===== src/rtl/ivpt_pkg.sv =====
package ivpt_pkg;

  typedef enum logic [1:0] {
    ST_IDLE = 2'd0,
    ST_SCAN = 2'd1,
    ST_RESP = 2'd2
  } scan_state_e;

endpackage


===== src/rtl/ivpt_table.sv =====
module ivpt_table #(
  parameter int NUM_FRAMES = 64,
  parameter int ASID_W     = 8,
  parameter int VPN_W      = 20,
  parameter int IDX_W      = $clog2(NUM_FRAMES)
) (
  input  logic                    clk,
  input  logic                    rst,
  input  logic                    wr_commit,
  input  logic [IDX_W-1:0]        wr_idx,
  input  logic                    wr_valid,
  input  logic [ASID_W+VPN_W-1:0] wr_key,
  input  logic                    lock,
  input  logic [IDX_W-1:0]        rd_idx,
  output logic [ASID_W+VPN_W-1:0] rd_key,
  output logic                    rd_vld
);
  localparam int KEY_W = ASID_W + VPN_W;

  // Key storage: no reset, one write port, registered read (block RAM style)
  logic [KEY_W-1:0]      key_mem [NUM_FRAMES];
  logic [NUM_FRAMES-1:0] vld_q;

  always_ff @(posedge clk) begin
    if (wr_commit) key_mem[wr_idx] <= wr_key;
    rd_key <= key_mem[rd_idx];
  end

  // Valid flags live in flops so reset can clear the whole table at once
  for (genvar g = 0; g < NUM_FRAMES; g++) begin : g_vld
    always_ff @(posedge clk) begin
      if (rst)
        vld_q[g] <= 1'b0;
      else if (wr_commit && (wr_idx == IDX_W'(g)))
        vld_q[g] <= wr_valid;
    end
  end

  always_ff @(posedge clk) begin
    if (rst) rd_vld <= 1'b0;
    else     rd_vld <= vld_q[rd_idx];
  end

  // While a search runs, the table contents may not move
  p_table_frozen_r9: assert property (@(posedge clk) disable iff (rst)
    lock |=> $stable(vld_q));

endmodule


===== src/rtl/ivpt_match.sv =====
module ivpt_match #(
  parameter int ASID_W = 8,
  parameter int VPN_W  = 20
) (
  input  logic              cmp_vld,
  input  logic              rd_vld,
  input  logic [ASID_W+VPN_W-1:0] rd_key,
  input  logic [ASID_W-1:0] key_asid,
  input  logic [VPN_W-1:0]  key_vpn,
  output logic              hit
);
  logic asid_eq;
  logic vpn_eq;

  always_comb begin
    asid_eq = (rd_key[ASID_W+VPN_W-1:VPN_W] == key_asid);
    vpn_eq  = (rd_key[VPN_W-1:0] == key_vpn);
    hit     = cmp_vld && rd_vld && asid_eq && vpn_eq;
  end

endmodule


===== src/rtl/ivpt_ctrl.sv =====
module ivpt_ctrl
  import ivpt_pkg::*;
#(
  parameter int NUM_FRAMES = 64,
  parameter int ASID_W     = 8,
  parameter int VPN_W      = 20,
  parameter int OFF_W      = 12,
  parameter int IDX_W      = $clog2(NUM_FRAMES)
) (
  input  logic                   clk,
  input  logic                   rst,
  input  logic                   req_valid,
  output logic                   req_ready,
  input  logic [ASID_W-1:0]      req_asid,
  input  logic [VPN_W-1:0]       req_vpn,
  input  logic [OFF_W-1:0]       req_offset,
  output logic                   rsp_valid,
  input  logic                   rsp_ready,
  output logic                   rsp_fault,
  output logic [IDX_W+OFF_W-1:0] rsp_paddr,
  output logic                   wr_ready,
  output logic                   busy,
  output logic [IDX_W-1:0]       rd_idx,
  output logic                   cmp_vld,
  output logic [ASID_W-1:0]      key_asid,
  output logic [VPN_W-1:0]       key_vpn,
  input  logic                   cmp_hit
);
  localparam logic [IDX_W-1:0] LAST_IDX = IDX_W'(NUM_FRAMES - 1);

  scan_state_e      state_q;
  logic [IDX_W-1:0] issue_idx;
  logic             issuing;
  logic [IDX_W-1:0] cmp_idx;
  logic [OFF_W-1:0] key_off;

  assign req_ready = (state_q == ST_IDLE);
  assign wr_ready  = (state_q == ST_IDLE);
  assign busy      = (state_q != ST_IDLE);
  assign rd_idx    = issue_idx;

  always_ff @(posedge clk) begin
    if (rst) begin
      state_q   <= ST_IDLE;
      issue_idx <= '0;
      issuing   <= 1'b0;
      cmp_idx   <= '0;
      cmp_vld   <= 1'b0;
      key_asid  <= '0;
      key_vpn   <= '0;
      key_off   <= '0;
      rsp_valid <= 1'b0;
      rsp_fault <= 1'b0;
      rsp_paddr <= '0;
    end else begin
      case (state_q)
        ST_IDLE: begin
          cmp_vld <= 1'b0;
          if (req_valid) begin
            key_asid  <= req_asid;
            key_vpn   <= req_vpn;
            key_off   <= req_offset;
            issue_idx <= '0;
            issuing   <= 1'b1;
            state_q   <= ST_SCAN;
          end
        end
        ST_SCAN: begin
          // read issue stage: one entry address per cycle
          if (issuing) begin
            if (issue_idx == LAST_IDX) issuing <= 1'b0;
            else                       issue_idx <= issue_idx + 1'b1;
          end
          cmp_idx <= issue_idx;
          cmp_vld <= issuing;
          // compare stage: data registered by the table one cycle earlier
          if (cmp_hit) begin
            rsp_valid <= 1'b1;
            rsp_fault <= 1'b0;
            rsp_paddr <= {cmp_idx, key_off};
            issuing   <= 1'b0;
            cmp_vld   <= 1'b0;
            state_q   <= ST_RESP;
          end else if (cmp_vld && (cmp_idx == LAST_IDX)) begin
            rsp_valid <= 1'b1;
            rsp_fault <= 1'b1;
            rsp_paddr <= '0;
            issuing   <= 1'b0;
            cmp_vld   <= 1'b0;
            state_q   <= ST_RESP;
          end
        end
        ST_RESP: begin
          if (rsp_ready) begin
            rsp_valid <= 1'b0;
            state_q   <= ST_IDLE;
          end
        end
        default: state_q <= ST_IDLE;
      endcase
    end
  end

  p_resp_hold_r10: assert property (@(posedge clk) disable iff (rst)
    (rsp_valid && !rsp_ready) |=> (rsp_valid && $stable(rsp_paddr) && $stable(rsp_fault)));

  p_resp_taken_r10: assert property (@(posedge clk) disable iff (rst)
    (rsp_valid && rsp_ready) |=> !rsp_valid);

  p_no_accept_pending_r10: assert property (@(posedge clk) disable iff (rst)
    rsp_valid |-> !req_ready);

  p_fault_zero_r7: assert property (@(posedge clk) disable iff (rst)
    (rsp_valid && rsp_fault) |-> (rsp_paddr == '0));

  p_hit_from_match_r3: assert property (@(posedge clk) disable iff (rst)
    ($rose(rsp_valid) && !rsp_fault) |-> $past(cmp_hit));

  p_fault_after_last_r8: assert property (@(posedge clk) disable iff (rst)
    ($rose(rsp_valid) && rsp_fault) |-> ($past(cmp_idx) == LAST_IDX));

endmodule


===== src/rtl/inverted_pt_lookup.sv =====
module inverted_pt_lookup #(
  parameter int NUM_FRAMES = 64,
  parameter int ASID_W     = 8,
  parameter int VPN_W      = 20,
  parameter int OFF_W      = 12,
  parameter int IDX_W      = $clog2(NUM_FRAMES)
) (
  input  logic                   clk,
  input  logic                   rst,
  input  logic                   req_valid,
  output logic                   req_ready,
  input  logic [ASID_W-1:0]      req_asid,
  input  logic [VPN_W-1:0]       req_vpn,
  input  logic [OFF_W-1:0]       req_offset,
  output logic                   rsp_valid,
  input  logic                   rsp_ready,
  output logic                   rsp_fault,
  output logic [IDX_W+OFF_W-1:0] rsp_paddr,
  input  logic                   wr_en,
  output logic                   wr_ready,
  input  logic [IDX_W-1:0]       wr_frame,
  input  logic                   wr_valid,
  input  logic [ASID_W-1:0]      wr_asid,
  input  logic [VPN_W-1:0]       wr_vpn
);
  localparam int KEY_W = ASID_W + VPN_W;

  logic             wr_commit;
  logic             busy;
  logic [IDX_W-1:0] rd_idx;
  logic [KEY_W-1:0] rd_key;
  logic             rd_vld;
  logic             cmp_vld;
  logic             cmp_hit;
  logic [ASID_W-1:0] key_asid;
  logic [VPN_W-1:0]  key_vpn;

  assign wr_commit = wr_en && wr_ready;

  ivpt_table #(
    .NUM_FRAMES(NUM_FRAMES), .ASID_W(ASID_W), .VPN_W(VPN_W), .IDX_W(IDX_W)
  ) table_i (
    .clk(clk), .rst(rst),
    .wr_commit(wr_commit), .wr_idx(wr_frame), .wr_valid(wr_valid),
    .wr_key({wr_asid, wr_vpn}),
    .lock(busy),
    .rd_idx(rd_idx), .rd_key(rd_key), .rd_vld(rd_vld)
  );

  ivpt_match #(.ASID_W(ASID_W), .VPN_W(VPN_W)) match_i (
    .cmp_vld(cmp_vld), .rd_vld(rd_vld), .rd_key(rd_key),
    .key_asid(key_asid), .key_vpn(key_vpn), .hit(cmp_hit)
  );

  ivpt_ctrl #(
    .NUM_FRAMES(NUM_FRAMES), .ASID_W(ASID_W), .VPN_W(VPN_W),
    .OFF_W(OFF_W), .IDX_W(IDX_W)
  ) ctrl_i (
    .clk(clk), .rst(rst),
    .req_valid(req_valid), .req_ready(req_ready),
    .req_asid(req_asid), .req_vpn(req_vpn), .req_offset(req_offset),
    .rsp_valid(rsp_valid), .rsp_ready(rsp_ready),
    .rsp_fault(rsp_fault), .rsp_paddr(rsp_paddr),
    .wr_ready(wr_ready), .busy(busy),
    .rd_idx(rd_idx), .cmp_vld(cmp_vld),
    .key_asid(key_asid), .key_vpn(key_vpn), .cmp_hit(cmp_hit)
  );

  // A write that the port accepts can only happen with the scan idle
  p_write_idle_only_r9: assert property (@(posedge clk) disable iff (rst)
    wr_commit |-> (!rsp_valid && req_ready));

endmodule


===== config.mk =====
export PLATFORM = sky130hd
export DESIGN_NAME = inverted_pt_lookup
export DESIGN_NICKNAME = d
export VERILOG_FILES = /design/src/rtl/ivpt_pkg.sv /design/src/rtl/ivpt_table.sv /design/src/rtl/ivpt_match.sv /design/src/rtl/ivpt_ctrl.sv /design/src/rtl/inverted_pt_lookup.sv
export SDC_FILE = /design/constraint.sdc
export NUM_CORES = 2
export LEC_CHECK = 0
export CORE_UTILIZATION = 45
export DETAILED_ROUTE_END_ITERATION = 8
export PLACE_DENSITY_LB_ADDON = 0.08
export SLEW_MARGIN = 20
export SYNTH_ARGS = -nofsm -noshare
export SYNTH_HDL_FRONTEND = slang
export SYNTH_HIERARCHICAL = 1
export SYNTH_SLANG_ARGS = --single-unit

===== constraint.sdc =====
create_clock -name clk -period 4.1 [get_ports clk]
set_input_delay 0.41 -clock clk [delete_from_list [all_inputs] [get_ports clk]]
set_output_delay 0.41 -clock clk [all_outputs]
set_load 0.02 [all_outputs]

**After elaboration in Yosys (flattened, before gate mapping)**

Memories as Yosys holds them, arrays and structs flattened. A register that Yosys moved wholly into a read port is not among the register bits.
Index checks and enable logic that the tools add are counted.

- Register bits: 141
- Memory bits (writable): 1792
- Input port bits: 80
- Logic and storage cells: 262
- Memories kept: 1

- $add $sub $neg: 1
- Order comparisons: 1
- Equal/unequal tests: 74
- Muxes and demuxes: 29
- Reductions and logical operators: 80

Memories:

| name | words | bits a word | read ports | clocked after Yosys merged registers in | write ports | line | source |
|---|---|---|---|---|---|---|---|
| table_i.key_mem | 64 | 28 | 1 | 1 | 1 | ivpt_table.sv:21 | `logic [KEY_W-1:0] key_mem [NUM_FRAMES];` |

Operators by type and width:

| operator | count |
|---|---|
| 6-bit == test, second input constant | 34 |
| 6-bit by 5-bit == test with 1-bit output, second input constant | 16 |
| 1-bit logical AND | 69 |
| 6-bit by 4-bit == test with 1-bit output, second input constant | 8 |
| 18-bit 2-to-1 mux | 2 |
| 6-bit by 3-bit == test with 1-bit output, second input constant | 4 |
| 20-bit == test | 1 |
| 6-bit 2-to-1 mux | 3 |
| 1-bit 2-to-1 mux | 14 |
| 6-bit by 2-bit == test with 1-bit output, second input constant | 2 |
| 6-bit one-hot mux with 2 select lines | 1 |
| 8-bit == test | 1 |
| 2-bit 2-to-1 mux | 4 |
| 6-bit by 7-bit < comparator with 1-bit output, second input constant | 1 |
| 6-bit by 1-bit adder with 6-bit output, second input constant | 1 |
| 1-bit binary-select mux with 6-bit select | 1 |
| 6-bit by 1-bit == test with 1-bit output, second input constant | 1 |
| 6-bit zero test | 1 |
| 2-bit inequality test, second input constant | 3 |
| 1-bit one-hot mux with 2 select lines | 3 |
| 2-bit one-hot mux with 3 select lines | 1 |
| 2-bit AND reduction | 3 |
| 3-bit AND reduction | 2 |
| 2-bit nonzero test | 3 |
| 6 further kinds | 6 |

**Longest topological paths before layout**

- Depth in word-level cells: 6
- Depth in mapped cells: 11
- Depth with buffers taken out: 7

**By module**

Netlist, hierarchy kept.

Modules (own cells, without submodules):

| module | times used | cells each | area each (um2) | sequential area each (um2) |
|---|---|---|---|---|
| ivpt_table | 1 | 3230 | 71086.9 | 55673.4 |
| ivpt_ctrl | 1 | 312 | 2708.8 | 1521.5 |
| ivpt_match | 1 | 38 | 312.8 | 0.0 |
| inverted_pt_lookup | 1 | 1 | 6.3 | 0.0 |

**Worst setup path before layout**

OpenSTA, ideal clock, no wires.

- Path kind: reg-to-reg
- Start point: reg ctrl_i.state_q[1]
- End point: reg table_i.vld_q[51]
- Data arrival time: 4.470 ns
- Slack: -0.498 ns
- Stages on the path, launching flop included: 11
- Path buffers: 3
- Clock period less this slack: 4.598 ns
- Cells stage by stage: dfxtp_1 > buf_2 > nor2_1 > buf_4 > and2_1 > clkbuf_1 > nand3_1 > nand2b_1 > nor3b_1 > mux2i_1 > nor2_1

- Longest elaborated chain between the ends: 3

RTL lines:

| element | line | source |
|---|---|---|
| start, declared | ivpt_ctrl.sv:31 | `scan_state_e state_q;` |
| start signal, assigned | ivpt_ctrl.sv:44 | `state_q <= ST_IDLE;` |
| start signal, assigned | ivpt_ctrl.sv:65 | `state_q <= ST_SCAN;` |
| start signal, assigned | ivpt_ctrl.sv:83 | `state_q <= ST_RESP;` |
| 2-bit zero test | -- |  |
| via req_ready | inverted_pt_lookup.sv:11 | `output logic req_ready,` |
| 1-bit logical AND | inverted_pt_lookup.sv:38 | `assign wr_commit = wr_en && wr_ready;` |
| via wr_commit | inverted_pt_lookup.sv:28 | `logic wr_commit;` |
| 1-bit logical AND | ivpt_table.sv:34 | `else if (wr_commit && (wr_idx == IDX_W'(g)))` |
| end signal, assigned by index | ivpt_table.sv:35 | `vld_q[g] <= wr_valid;` |
| end, declared | ivpt_table.sv:22 | `logic [NUM_FRAMES-1:0] vld_q;` |

The timed path passes the listed nets, and every way through them passes these cells.
A chain may end at the register's enable or synchronous reset.

==> results.yml <==
outcome:
  status: "complete, no violations"
grt:
  grt_max_degree: 71
  grt_pass1_vias: 38450
  grt_pass1_wl_um: 289300
  gr-total-overflow: 0
  grt_usage: 0.2453
  antenna_found_initial: 22
sta:
  period_needed_ns: 3.575
  fmax_mhz: 279.7
  tightest_slew_ns: 1.115
  finalSetupViolations: 0
  post-route-period-util: 0.8719
  fin_ws_ns: 0.5253
  finClkSkew_ns: 0.03468
  grt_setup_unrepaired: "no"
  slew_violations: 0
  relSlewSlack: 0.2569
  whs_ns: 0.08441
  hold_viol_final: 0
setup_path:
  crit_type: "flip-flop to flip-flop"
  cp_cell_sequence: "buf_4 > or3_1 > buf_4 > o22ai_1 > nor3_1 > nand3_1 > o21ai_0"
  cp.required_ns: 4.85
  crit_fanout: 23
  path_delay_family: "simple AND/OR/NAND/NOR gates"
  reg2regPathDepth: 7
  rrSetupSlack_ns: 0.53
  worstReg2RegEnd: "table_i/rd_key[18]"
  startpoint_type: "flip-flop"
  startpoint: "ctrl_i/rd_idx[2]"
  cp.buffers_inverters: 2
  slowest_delay_ns: 0.67
  critPathCaptureType: "flip-flop"
  arrival_ns: 4.32
  cp_slowest_cell: "nor3_1"
  rr_startpoint: "ctrl_i/rd_idx[2]"
  path_common_cell: "buf_4"
clocking:
  cts_buffers: 198
  cts_tree: "yes"
  cts.path.max_buffers: 3
  htreeDepth: 4
  clockRootBuffer: "clkbuf_16"
  cts_setup_buffers: 0
  insertion_delay_ns: 0.83
  clock_sinks: 1961
  cts_resized: 0
  cts.clk_slew.worst_paths_ns: 0.06
  postCtsHoldBufs: 3
hold_path:
  min_to: "table_i/key_mem[60][24]"
  hold_path.startpoint: "wr_asid[4]"
  min_path_cells: 1
  hold_class: "input pin to flip-flop"
power_and_ir_drop:
  max-vdd-ir-drop_v: 0.0004900
  p_leak_nw: 25.80
  powerDensity_nw_per_um2: 479.9
  p_total_w: 0.04088
floorplanning:
  io_pins: 102
  die_x_um: 407.8
  initial_core_util: 0.4543
  coreArea_sq_um: 163100
  die_h_um: 407.8
  std_cell_rows: 148
  die_area_sq_um: 166300
place:
  dp_hpwl_um: 125600
  dp_cells: 5831
  pre_cts_slack_ns: 0.5004
  gp_congestion: 0.8516
  portBuffers: 101
routing:
  drt-total-wl_um: 202300
  drc_errors: 0
  drtAntennaViolNets: 0
  dr.pass1.iters: 5
  num_vias: 37830
  avgRoutedWirePerCell_um: 32.58
  viasPerCell: 6.095
  drt_iter0_drc: 4642
cells_and_area:
  area_growth_pct: 14.96
  drive_gt1_frac: 0.2584
  utilization: 0.5222
  nNetsFinal: 3940
  finalNonFillerCells: 6207
synthesis:
  syn_inst: 3580
  synth.net_count: 3661
  netlist_area_sq_um: 74110
  yosysWarnings: 6
  synth_area_per_cell_sq_um: 20.70
job:
  drv_cap: 0
-- power by group --
group | switching (W) | leakage [nW] | internal (W)
Clock | 0.00746 | 3.08 | 0.0101
Combinational | 0.000862 | 5.23 | 0.000472
Sequential | 0.0000666 | 17.5 | 0.0219
Total | 0.00838 | 25.8 | 0.0325
-- per-stage QoR --
step	cell area [sq um]	TNS (ns)
final	85200	0
after global routing	85190	0
after CTS	85190	0
after detailed placement	78850	0
after global placement	78850	0
after floorplan	74140	-11.44
-- layout by cell type, fill, tap and decap left out, drive strengths merged, types with 5 or more instances in the layout --
cell type,n
clkdlybuf4s50,71
bufinv,14
a21oi,107
clkinv,79
nand3,49
a221o,9
or4,19
nor2,94
o21ai,73
inv,8
edfxtp,1792
mux2i,30
a22oi,42
nand4,8
mux4,474
o221ai,9
nand2b,5
buf,214
nor4,5
or3,6
xnor2,9
a211oi,10
nand2,218
nor3,31
nor2b,11
xor2,19
dfxtp,169
a22o,18
clkinvlp,6
clkbuf,265
o22ai,129
nand3b,8
-- flip-flops by register name, summed over array words and instances (netlist names) --
name and count:
ctrl_i/key_vpn 20, table_i/rd_vld 1, table_i/rd_key 28, table_i/vld_q 64
ctrl_i/rsp_paddr 18, ctrl_i/cmp_vld 1, table_i/key_mem 1792, ctrl_i/cmp_idx 6
ctrl_i/key_off 12, ctrl_i/rsp_fault 1, ctrl_i/rsp_valid 1, ctrl_i/key_asid 8
ctrl_i/issuing 1, ctrl_i/state_q 2, ctrl_i/rd_idx 6
-- metal layers --
metal  track usage  up-vias  part of all wire
li1              -    15460                 -
met3       0.04173      284             0.074
met1        0.3603    20490              0.43
met4       0.05730       14             0.020
met2        0.3853     1584              0.47
met5             0        -           0.00049
-- area by class of cell --
| cell class | count | area, sq um |
|---|---|---|
| inverter | 2 | 7.507 |
| timing repair buffer | 288 | 2587 |
| tap | 2175 | 2721 |
| clock inverter | 105 | 900.9 |
| antenna | 3 | 7.507 |
| clock buffer | 265 | 5409 |
| sequential | 1961 | 57210 |
| multi-input combinational | 1408 | 16350 |
| fill | 12700 | 77940 |
-- worst max path at each step --
stage                               endpoint  slack, ns  cells past startpoint
after CTS                 table_i/rd_key[18]       0.47                      7
after global routing      table_i/rd_key[18]       0.53                      7
after floorplan            table_i/vld_q[52]      -0.16                      9
after global placement    table_i/rd_key[18]       0.44                      7
final                     table_i/rd_key[18]       0.53                      7
after detailed placement  table_i/rd_key[18]       0.50                      7
Power figures use the tool's default switching activity.
